$ cat src/rtl/vag_pkg.sv
package vag_pkg;
  typedef enum logic [1:0] {
    AM_UNIT   = 2'd0,
    AM_STRIDE = 2'd1,
    AM_INDEX  = 2'd2,
    AM_RSVD   = 2'd3
  } amode_e;

  typedef enum logic {
    ST_IDLE = 1'b0,
    ST_RUN  = 1'b1
  } gst_e;
endpackage

$ cat src/rtl/vag_ctrl.sv
module vag_ctrl
  import vag_pkg::*;
#(
  parameter int MAX_VL = 64,
  localparam int LEN_W  = $clog2(MAX_VL + 1),
  localparam int ELEM_W = $clog2(MAX_VL)
) (
  input  logic              clk,
  input  logic              rst_n,
  input  logic              start_i,
  input  logic [1:0]        mode_i,
  input  logic [LEN_W-1:0]  len_i,
  input  logic              idx_valid_i,
  input  logic              req_ready_i,
  output logic              busy_o,
  output logic              done_o,
  output logic              req_valid_o,
  output logic              idx_ready_o,
  output logic              launch_o,
  output logic              fire_o,
  output logic [ELEM_W-1:0] elem_o,
  output amode_e            mode_o
);
  gst_e              state_q, state_d;
  logic [ELEM_W-1:0] elem_q, elem_d;
  logic [LEN_W-1:0]  len_q, len_d, len_eff;
  amode_e            mode_q, mode_d;
  logic              done_q, done_d;
  logic              upd_en, is_last, running;

  assign running  = (state_q == ST_RUN);
  assign launch_o = (state_q == ST_IDLE) && start_i;
  assign len_eff  = (len_i > LEN_W'(MAX_VL)) ? LEN_W'(MAX_VL) : len_i;

  assign req_valid_o = running && ((mode_q != AM_INDEX) || idx_valid_i);
  assign idx_ready_o = running && (mode_q == AM_INDEX) && req_ready_i;
  assign fire_o      = req_valid_o && req_ready_i;
  assign is_last     = ((LEN_W'(elem_q) + LEN_W'(1)) == len_q);
  assign upd_en      = launch_o || fire_o;

  always_comb begin
    state_d = state_q;
    elem_d  = elem_q;
    len_d   = len_q;
    mode_d  = mode_q;
    done_d  = done_q;
    if (launch_o) begin
      mode_d = amode_e'(mode_i);
      len_d  = len_eff;
      elem_d = '0;
      if (len_eff == '0) begin
        done_d = 1'b1;
      end else begin
        done_d  = 1'b0;
        state_d = ST_RUN;
      end
    end else if (fire_o) begin
      if (is_last) begin
        state_d = ST_IDLE;
        done_d  = 1'b1;
      end else begin
        elem_d = elem_q + ELEM_W'(1);
      end
    end
  end

  always_ff @(posedge clk or negedge rst_n) begin
    if (!rst_n) begin
      state_q <= ST_IDLE;
      elem_q  <= '0;
      len_q   <= '0;
      mode_q  <= AM_UNIT;
      done_q  <= 1'b0;
    end else if (upd_en) begin
      state_q <= state_d;
      elem_q  <= elem_d;
      len_q   <= len_d;
      mode_q  <= mode_d;
      done_q  <= done_d;
    end
  end

  assign busy_o = running;
  assign done_o = done_q;
  assign elem_o = elem_q;
  assign mode_o = mode_q;

  p_valid_needs_busy_r5: assert property (@(posedge clk) disable iff (!rst_n)
    req_valid_o |-> busy_o);
  p_done_idle_r9: assert property (@(posedge clk) disable iff (!rst_n)
    done_o |-> !busy_o);
  p_hold_elem_r8: assert property (@(posedge clk) disable iff (!rst_n)
    (req_valid_o && !req_ready_i) |=> (busy_o && elem_o == $past(elem_o)));
  p_start_ignored_r10: assert property (@(posedge clk) disable iff (!rst_n)
    (busy_o && start_i && !fire_o) |=> (busy_o && elem_o == $past(elem_o)));
  p_elem_step_r5: assert property (@(posedge clk) disable iff (!rst_n)
    fire_o |=> (done_o || elem_o == $past(elem_o) + ELEM_W'(1)));
endmodule

$ cat src/rtl/vag_addr.sv
module vag_addr
  import vag_pkg::*;
#(
  parameter int AW = 32
) (
  input  logic          clk,
  input  logic          rst_n,
  input  logic          launch_i,
  input  logic          fire_i,
  input  logic [1:0]    mode_i,
  input  logic [AW-1:0] base_i,
  input  logic [AW-1:0] stride_i,
  input  amode_e        mode_q_i,
  input  logic [AW-1:0] idx_i,
  output logic [AW-1:0] addr_o
);
  logic [AW-1:0] base_q, base_d;
  logic [AW-1:0] step_q, step_d;
  logic [AW-1:0] cur_q, cur_d;
  logic          upd_en;

  assign upd_en = launch_i || fire_i;

  always_comb begin
    base_d = base_q;
    step_d = step_q;
    cur_d  = cur_q;
    if (launch_i) begin
      base_d = base_i;
      cur_d  = base_i;
      step_d = (amode_e'(mode_i) == AM_STRIDE) ? stride_i : AW'(1);
    end else if (fire_i) begin
      cur_d = cur_q + step_q;
    end
  end

  always_ff @(posedge clk or negedge rst_n) begin
    if (!rst_n) begin
      base_q <= '0;
      step_q <= '0;
      cur_q  <= '0;
    end else if (upd_en) begin
      base_q <= base_d;
      step_q <= step_d;
      cur_q  <= cur_d;
    end
  end

  assign addr_o = (mode_q_i == AM_INDEX) ? (base_q + idx_i) : cur_q;

  p_stride_advance_r3: assert property (@(posedge clk) disable iff (!rst_n)
    (fire_i && mode_q_i != AM_INDEX) |=> (cur_q == $past(cur_q) + $past(step_q)));
  p_hold_cursor_r8: assert property (@(posedge clk) disable iff (!rst_n)
    (!launch_i && !fire_i) |=> $stable(cur_q));
endmodule

$ cat src/rtl/vag_bank_hist.sv
module vag_bank_hist #(
  parameter int BANK_W = 3,
  parameter int DEPTH  = 7
) (
  input  logic              clk,
  input  logic              rst_n,
  input  logic              clear_i,
  input  logic              push_i,
  input  logic [BANK_W-1:0] bank_i,
  output logic              hit_o
);
  logic [DEPTH-1:0]  hv_q, hv_d;
  logic [BANK_W-1:0] hb_q [DEPTH];
  logic [BANK_W-1:0] hb_d [DEPTH];
  logic [DEPTH-1:0]  match;
  logic              upd_en;

  assign upd_en = clear_i || push_i;

  always_comb begin
    hv_d = hv_q;
    for (int k = 0; k < DEPTH; k++) hb_d[k] = hb_q[k];
    if (clear_i) begin
      hv_d = '0;
    end else if (push_i) begin
      hv_d = {hv_q[DEPTH-2:0], 1'b1};
      hb_d[0] = bank_i;
      for (int k = 1; k < DEPTH; k++) hb_d[k] = hb_q[k-1];
    end
  end

  always_ff @(posedge clk or negedge rst_n) begin
    if (!rst_n) begin
      hv_q <= '0;
      for (int k = 0; k < DEPTH; k++) hb_q[k] <= '0;
    end else if (upd_en) begin
      hv_q <= hv_d;
      for (int k = 0; k < DEPTH; k++) hb_q[k] <= hb_d[k];
    end
  end

  generate
    for (genvar g = 0; g < DEPTH; g++) begin : g_cmp
      assign match[g] = hv_q[g] && (hb_q[g] == bank_i);
    end
  endgenerate

  assign hit_o = |match;

  p_clear_empties_r7: assert property (@(posedge clk) disable iff (!rst_n)
    clear_i |=> (hv_q == '0));
  p_push_fills_r7: assert property (@(posedge clk) disable iff (!rst_n)
    (push_i && !clear_i) |=> hv_q[0]);
endmodule

$ cat src/rtl/vec_addr_gen.sv
module vec_addr_gen
  import vag_pkg::*;
#(
  parameter int AW     = 32,
  parameter int MAX_VL = 64,
  parameter int NBANK  = 8,
  localparam int LEN_W  = $clog2(MAX_VL + 1),
  localparam int ELEM_W = $clog2(MAX_VL),
  localparam int BANK_W = $clog2(NBANK),
  localparam int HDEPTH = NBANK - 1
) (
  input  logic              clk,
  input  logic              rst_n,
  input  logic              start_i,
  input  logic [1:0]        mode_i,
  input  logic [AW-1:0]     base_i,
  input  logic [AW-1:0]     stride_i,
  input  logic [LEN_W-1:0]  len_i,
  input  logic              idx_valid_i,
  input  logic [AW-1:0]     idx_data_i,
  output logic              idx_ready_o,
  output logic              req_valid_o,
  input  logic              req_ready_i,
  output logic [ELEM_W-1:0] req_elem_o,
  output logic [AW-1:0]     req_addr_o,
  output logic [BANK_W-1:0] req_bank_o,
  output logic              req_conflict_o,
  output logic              busy_o,
  output logic              done_o
);
  logic [1:0] rsync_q;
  logic       rst_int_n;
  logic       launch, fire;
  amode_e     mode_q;

  always_ff @(posedge clk or negedge rst_n) begin
    if (!rst_n) rsync_q <= 2'b00;
    else        rsync_q <= {rsync_q[0], 1'b1};
  end
  assign rst_int_n = rsync_q[1];

  vag_ctrl #(.MAX_VL(MAX_VL)) u_ctrl (
    .clk(clk), .rst_n(rst_int_n), .start_i(start_i), .mode_i(mode_i),
    .len_i(len_i), .idx_valid_i(idx_valid_i), .req_ready_i(req_ready_i),
    .busy_o(busy_o), .done_o(done_o), .req_valid_o(req_valid_o),
    .idx_ready_o(idx_ready_o), .launch_o(launch), .fire_o(fire),
    .elem_o(req_elem_o), .mode_o(mode_q)
  );

  vag_addr #(.AW(AW)) u_addr (
    .clk(clk), .rst_n(rst_int_n), .launch_i(launch), .fire_i(fire),
    .mode_i(mode_i), .base_i(base_i), .stride_i(stride_i),
    .mode_q_i(mode_q), .idx_i(idx_data_i), .addr_o(req_addr_o)
  );

  assign req_bank_o = req_addr_o[BANK_W-1:0];

  vag_bank_hist #(.BANK_W(BANK_W), .DEPTH(HDEPTH)) u_hist (
    .clk(clk), .rst_n(rst_int_n), .clear_i(launch), .push_i(fire),
    .bank_i(req_bank_o), .hit_o(req_conflict_o)
  );

  p_first_clean_r7: assert property (@(posedge clk) disable iff (!rst_int_n)
    (req_valid_o && req_elem_o == '0) |-> !req_conflict_o);
  p_idle_quiet_r1: assert property (@(posedge clk) disable iff (!rst_int_n)
    !busy_o |-> (!req_valid_o && !idx_ready_o));
endmodule

$ cat config.mk
export PLATFORM = sky130hd
export DESIGN_NAME = vec_addr_gen
export DESIGN_NICKNAME = d
export VERILOG_FILES = /design/src/rtl/vag_pkg.sv /design/src/rtl/vag_ctrl.sv /design/src/rtl/vag_addr.sv /design/src/rtl/vag_bank_hist.sv /design/src/rtl/vec_addr_gen.sv
export SDC_FILE = /design/constraint.sdc
export NUM_CORES = 1
export LEC_CHECK = 0
export BUFFER_PORTS_ARGS = -buffer_cell sky130_fd_sc_hd__clkbuf_2
export CORE_UTILIZATION = 52
export DETAILED_ROUTE_END_ITERATION = 8
export HOLD_SLACK_MARGIN = 0.05
export PLACE_DENSITY = 0.83
export SETUP_SLACK_MARGIN = 0.02
export SLEW_MARGIN = 20
export SYNTH_ARGS = -nofsm -noshare
export SYNTH_HDL_FRONTEND = slang
export SYNTH_SLANG_ARGS = --single-unit
export TNS_END_PERCENT = 1
$ cat constraint.sdc
create_clock -name clk -period 4.49 [get_ports clk]
set_input_delay 0.6735 -clock clk [delete_from_list [all_inputs] [get_ports clk]]
set_output_delay 0.6735 -clock clk [all_outputs]
set_load 0.01 [all_outputs]
==> run summary <==
========================================================================================================
Status                                                                                      finished, final reports clean
Post-Synthesis Net Count                                                                            1284
Max Clock Freq                                                                                   233 MHz
Share of synthesized area spent on multiplexers                                                   0.580%
All-layer global routing usage                                                                     28.0%
Overall power consumption                                                                        8.72 mW
Violation count after the first detailed-route iteration                                             711
Sinks on the clock net                                                                               143
Cell leakage power                                                                               5.60 nW
Number of cells produced by synthesis                                                               1109
Number of antenna violations at the first check in global routing                                      1
Count of flip-flops with a built-in enable after synthesis                                             0
Maximum clock insertion buffer count                                                                   2
Period minus WS final                                                                            4.29 ns
Port buffer count                                                                                    155
Max-Slew Margin vs Limit                                                                           44.1%
Fraction of the cycle the final worst path needs                                                   95.6%
Setup Total Neg Slack                                                                               0 ns
Arrival time of the worst setup path                                                             3.62 ns
I/O Pins                                                                                             156
Setup repair after global routing missed its margin                                                   no
Setup slack after placement                                                                    0.0156 ns
Clock tree root buffer cell                                                                 sky130_fd_sc_hd__clkbuf_16
Number of warnings reported in the yosys synthesis log                                                 0
Top library cells by usage in the layout, fill and taps aside                               275 x sky130_fd_sc_hd__nand2_1, 155 x sky130_fd_sc_hd__clkbuf_2, 142 x sky130_fd_sc_hd__dfrtp_1
Post-synthesis cell area                                                                        9280 µm²
Area of the die                                                                                18400 µm²
Filler instances                                                                                    1443
Crit Path Category                                                                          flop to output pin
Hold Crit Class                                                                             flop to flop
Startpoint type of the worst setup path                                                             flop
Core area                                                                                      17400 µm²
Horiz. Die Dim                                                                                    136 µm
Worst path required time                                                                         3.82 ns
Worst reg-to-reg setup slack                                                                     1.06 ns
Residual antenna-violating net count after detailed routing                                            0
Fraction of layout instances using a drive strength above 1                                        17.7%
Starting utilization of the core area                                                              53.5%
Category of the worst setup path capture point                                                output pin
Worst hold start                                                                              rsync_q[0]
Uppermost signal routing layer after detailed routing                                               met4
Met3 Routed Length                                                                               1540 µm
Via count                                                                                           8763
Share of Yosys cell area claimed by the top area cell type                                         38.5%
Transition time of the tightest slew-check pin                                                  0.838 ns
Most frequent standard cell in the layout excluding fill and tap cells                      sky130_fd_sc_hd__nand2_1
Number of flip-flops and latches in the synthesized netlist                                          143
Synth Area in Simple Gates                                                                         20.0%
Half-perimeter wire length after placement                                                      17700 µm
Clk_skew                                                                                       0.0131 ns
CP Max Fanout                                                                                          5
Routed wirelength normalized by instance count                                                   16.7 µm
Compound-cell area share of the yosys netlist                                                      21.7%
Final setup margin                                                                              0.196 ns
Sum of routed wire segments on met1                                                             10600 µm
Largest net degree at the start of global routing                                                     75
Destination of the worst hold path                                                            rsync_q[1]
Top flip-flop cell by instance count after synthesis                                        sky130_fd_sc_hd__dfrtp_1
Sequential-to-total area share from yosys stat                                                     38.5%
VDD IR max                                                                                        339 µV
Share of the core filled with cells                                                                62.8%
Combinational family with the most area after synthesis                                     compound AO/OA/AOI/OAI gates
Hold Path Stages                                                                                       0
Average via count per standard cell                                                                 5.92
First-pass GRT wire length                                                                      40700 µm
Fraction of registers with async set or reset after synthesis                                       100%
Worst reg2reg path endpoint                                                                 u_addr.cur_q[30]
Wire length on met2                                                                             11900 µm
Count of unresolved DRC violations after routing                                                       0
Global-route congestion overflow total                                                                 0
Number of distinct library cells after synthesis                                                      59
Cell type with the largest total area after synthesis                                       sky130_fd_sc_hd__dfrtp_1
Number of hold-slack violations in the final timing report                                             0
TritonCTS clock tree                                                                                 yes
Number of global-route vias before repair                                                           8508
Number of detailed-route iterations in the first pass                                                  5
Synth area leaders                                                                          sky130_fd_sc_hd__dfrtp_1 39%, sky130_fd_sc_hd__nand2_1 11%, sky130_fd_sc_hd__ha_1 8.5%, sky130_fd_sc_hd__xnor2_1 4.3%, sky130_fd_sc_hd__o21ai_0 4.3%
Reg2reg path depth                                                                                    12
Total power density per cell area                                                             800 nW/µm²
Mean cell area of the mapped netlist                                                            8.37 µm²
Crit Reg-Reg Startpoint                                                                     u_addr.cur_q[0]
Final setup violating endpoints                                                                        0
H-tree levels                                                                                          4
Number of nets in the final layout                                                                  1415
Post-CTS clock slew at the launch and capture registers of the worst setup and hold paths        0.06 ns
MaxCap Viol Count                                                                                      0
GPL Wtd Cong                                                                                       0.955
Wirelength, routed                                                                              24800 µm
Vertical die dimension                                                                            136 µm
Adder and majority cell fraction of the synthesized area                                           8.92%
Number of buffers created by CTS                                                                      17
Xor/xnor share of the synthesized area                                                             7.08%
Rows                                                                                                  48
Count of pins over their slew limit                                                                    0
Area Growth Syn to Fin                                                                             17.4%
Clock insertion delay at the later pin of the skew report                                        0.43 ns
========================================================================================================
==> timing repair <==
| item | in CTS | in global routing |
|---|---|---|
| gates resized for setup | 2 | 7 |
| hold buffers | 1 | 0 |
| buffers inserted | 0 | 1 |
| pin swaps | 0 | 1 |
| endpoints found under the setup margin | 1 | 3 |
| endpoints found under the hold margin | 2 | 0 |
==> layout make-up <==
type	count	area, µm²	area share [%]
sequential	143	3580	32.9
antenna	1	2.50	0.0230
timing repair buffer	169	896	8.22
clock inverter	10	111	1.02
clock buffer	22	474	4.35
multi-input combinational	892	5490	50.3
inverter	17	63.8	0.586
tap	225	282	2.58
==> power by group <==
group,switching [mW],internal (mW)
Sequential,0.502,1.87
Clock,0.542,0.858
Combinational,2.85,2.09
==> logic make-up after synthesis <==
| group | count (synthesis) |
|---|---|
| AO/OA/AOI/OAI | 308 |
| XOR/XNOR | 75 |
| adder cells (fa/ha/maj) | 65 |
| buffers and inverters | 74 |
| flip-flops | 143 |
| multiplexers | 5 |
| other | 1 |
| AND/OR/NAND/NOR | 438 |
==> metrics by stage <==
stage / cell area, µm² / hold WS (ns) / cells
after global routing: 10900 / 0.366 / 1479
after global placement: 10200 / 0.343 / 1444
after floorplan: 9280 / 0.331 / 1109
after detailed placement: 10200 / 0.336 / 1444
final: 10900 / 0.364 / 1479
after CTS: 10900 / 0.364 / 1477
==> worst max-delay path: stages, from the launching register on <==
cell and delay [ns]:
sky130_fd_sc_hd__dfrtp_1 0.40, sky130_fd_sc_hd__ha_1 0.36, sky130_fd_sc_hd__a21o_1 0.20, sky130_fd_sc_hd__a21o_1 0.18, sky130_fd_sc_hd__o211ai_1 0.23, sky130_fd_sc_hd__nand3_1 0.28
sky130_fd_sc_hd__o2111ai_1 0.36, sky130_fd_sc_hd__a311oi_1 0.17, sky130_fd_sc_hd__a41o_1 0.32, sky130_fd_sc_hd__o41ai_2 0.28, sky130_fd_sc_hd__xnor2_1 0.12, sky130_fd_sc_hd__o21ai_1 0.13
sky130_fd_sc_hd__clkbuf_2 0.15
==> synth_stat cells (5+ instances only) <==
cell	count
sky130_fd_sc_hd__a211o_1	5
sky130_fd_sc_hd__a211oi_1	6
sky130_fd_sc_hd__a21o_1	37
sky130_fd_sc_hd__a21oi_1	77
sky130_fd_sc_hd__a22o_1	31
sky130_fd_sc_hd__a31oi_1	8
sky130_fd_sc_hd__and3_1	5
sky130_fd_sc_hd__clkbuf_1	48
sky130_fd_sc_hd__dfrtp_1	143
sky130_fd_sc_hd__ha_1	63
sky130_fd_sc_hd__inv_1	17
sky130_fd_sc_hd__nand2_1	275
sky130_fd_sc_hd__nand2b_1	7
sky130_fd_sc_hd__nand3_1	35
sky130_fd_sc_hd__nand3b_1	7
sky130_fd_sc_hd__nand4_1	8
sky130_fd_sc_hd__nor2_1	63
sky130_fd_sc_hd__nor2b_1	10
sky130_fd_sc_hd__nor3_1	14
sky130_fd_sc_hd__nor3b_1	6
sky130_fd_sc_hd__o211ai_1	12
sky130_fd_sc_hd__o21a_1	6
sky130_fd_sc_hd__o21ai_0	80
sky130_fd_sc_hd__o21bai_1	6
sky130_fd_sc_hd__o22ai_1	8
sky130_fd_sc_hd__xnor2_1	46
sky130_fd_sc_hd__xor2_1	29
==> worst max-delay path by stage <==
stage | from | to | slack (ns)
2_1_floorplan | rsync_q[1] | u_addr.base_q[0] | 0.21
3_3_place_gp | idx_data_i[0] | req_addr_o[30] | 0.11
3_5_place_dp | idx_data_i[0] | req_addr_o[30] | 0.02
4_1_cts | u_addr.base_q[0] | req_addr_o[30] | 0.06
5_1_grt | u_addr.base_q[0] | req_addr_o[28] | 0.03
6_report | u_addr.base_q[3] | req_addr_o[31] | 0.20
==> per-layer routing <==
metal / GRT usage, % / vias up
li1: - / 4179
met1: 35.8 / 4197
met2: 46.3 / 328
met3: 5.54 / 59
met4: 11.4 / 0
met5: 0 / -
==> state kept, by name, summed over array words and instances (netlist names) <==
signal / cells
rsync_q: 2
u_ctrl.len_q: 7
u_ctrl.busy_o: 1
u_addr.step_q: 32
u_hist.hb_q: 21
u_ctrl.mode_o: 2
u_ctrl.done_o: 1
u_addr.cur_q: 32
u_ctrl.elem_o: 6
u_hist.hv_q: 7
u_addr.base_q: 32
(Power assumes the default switching activity.)
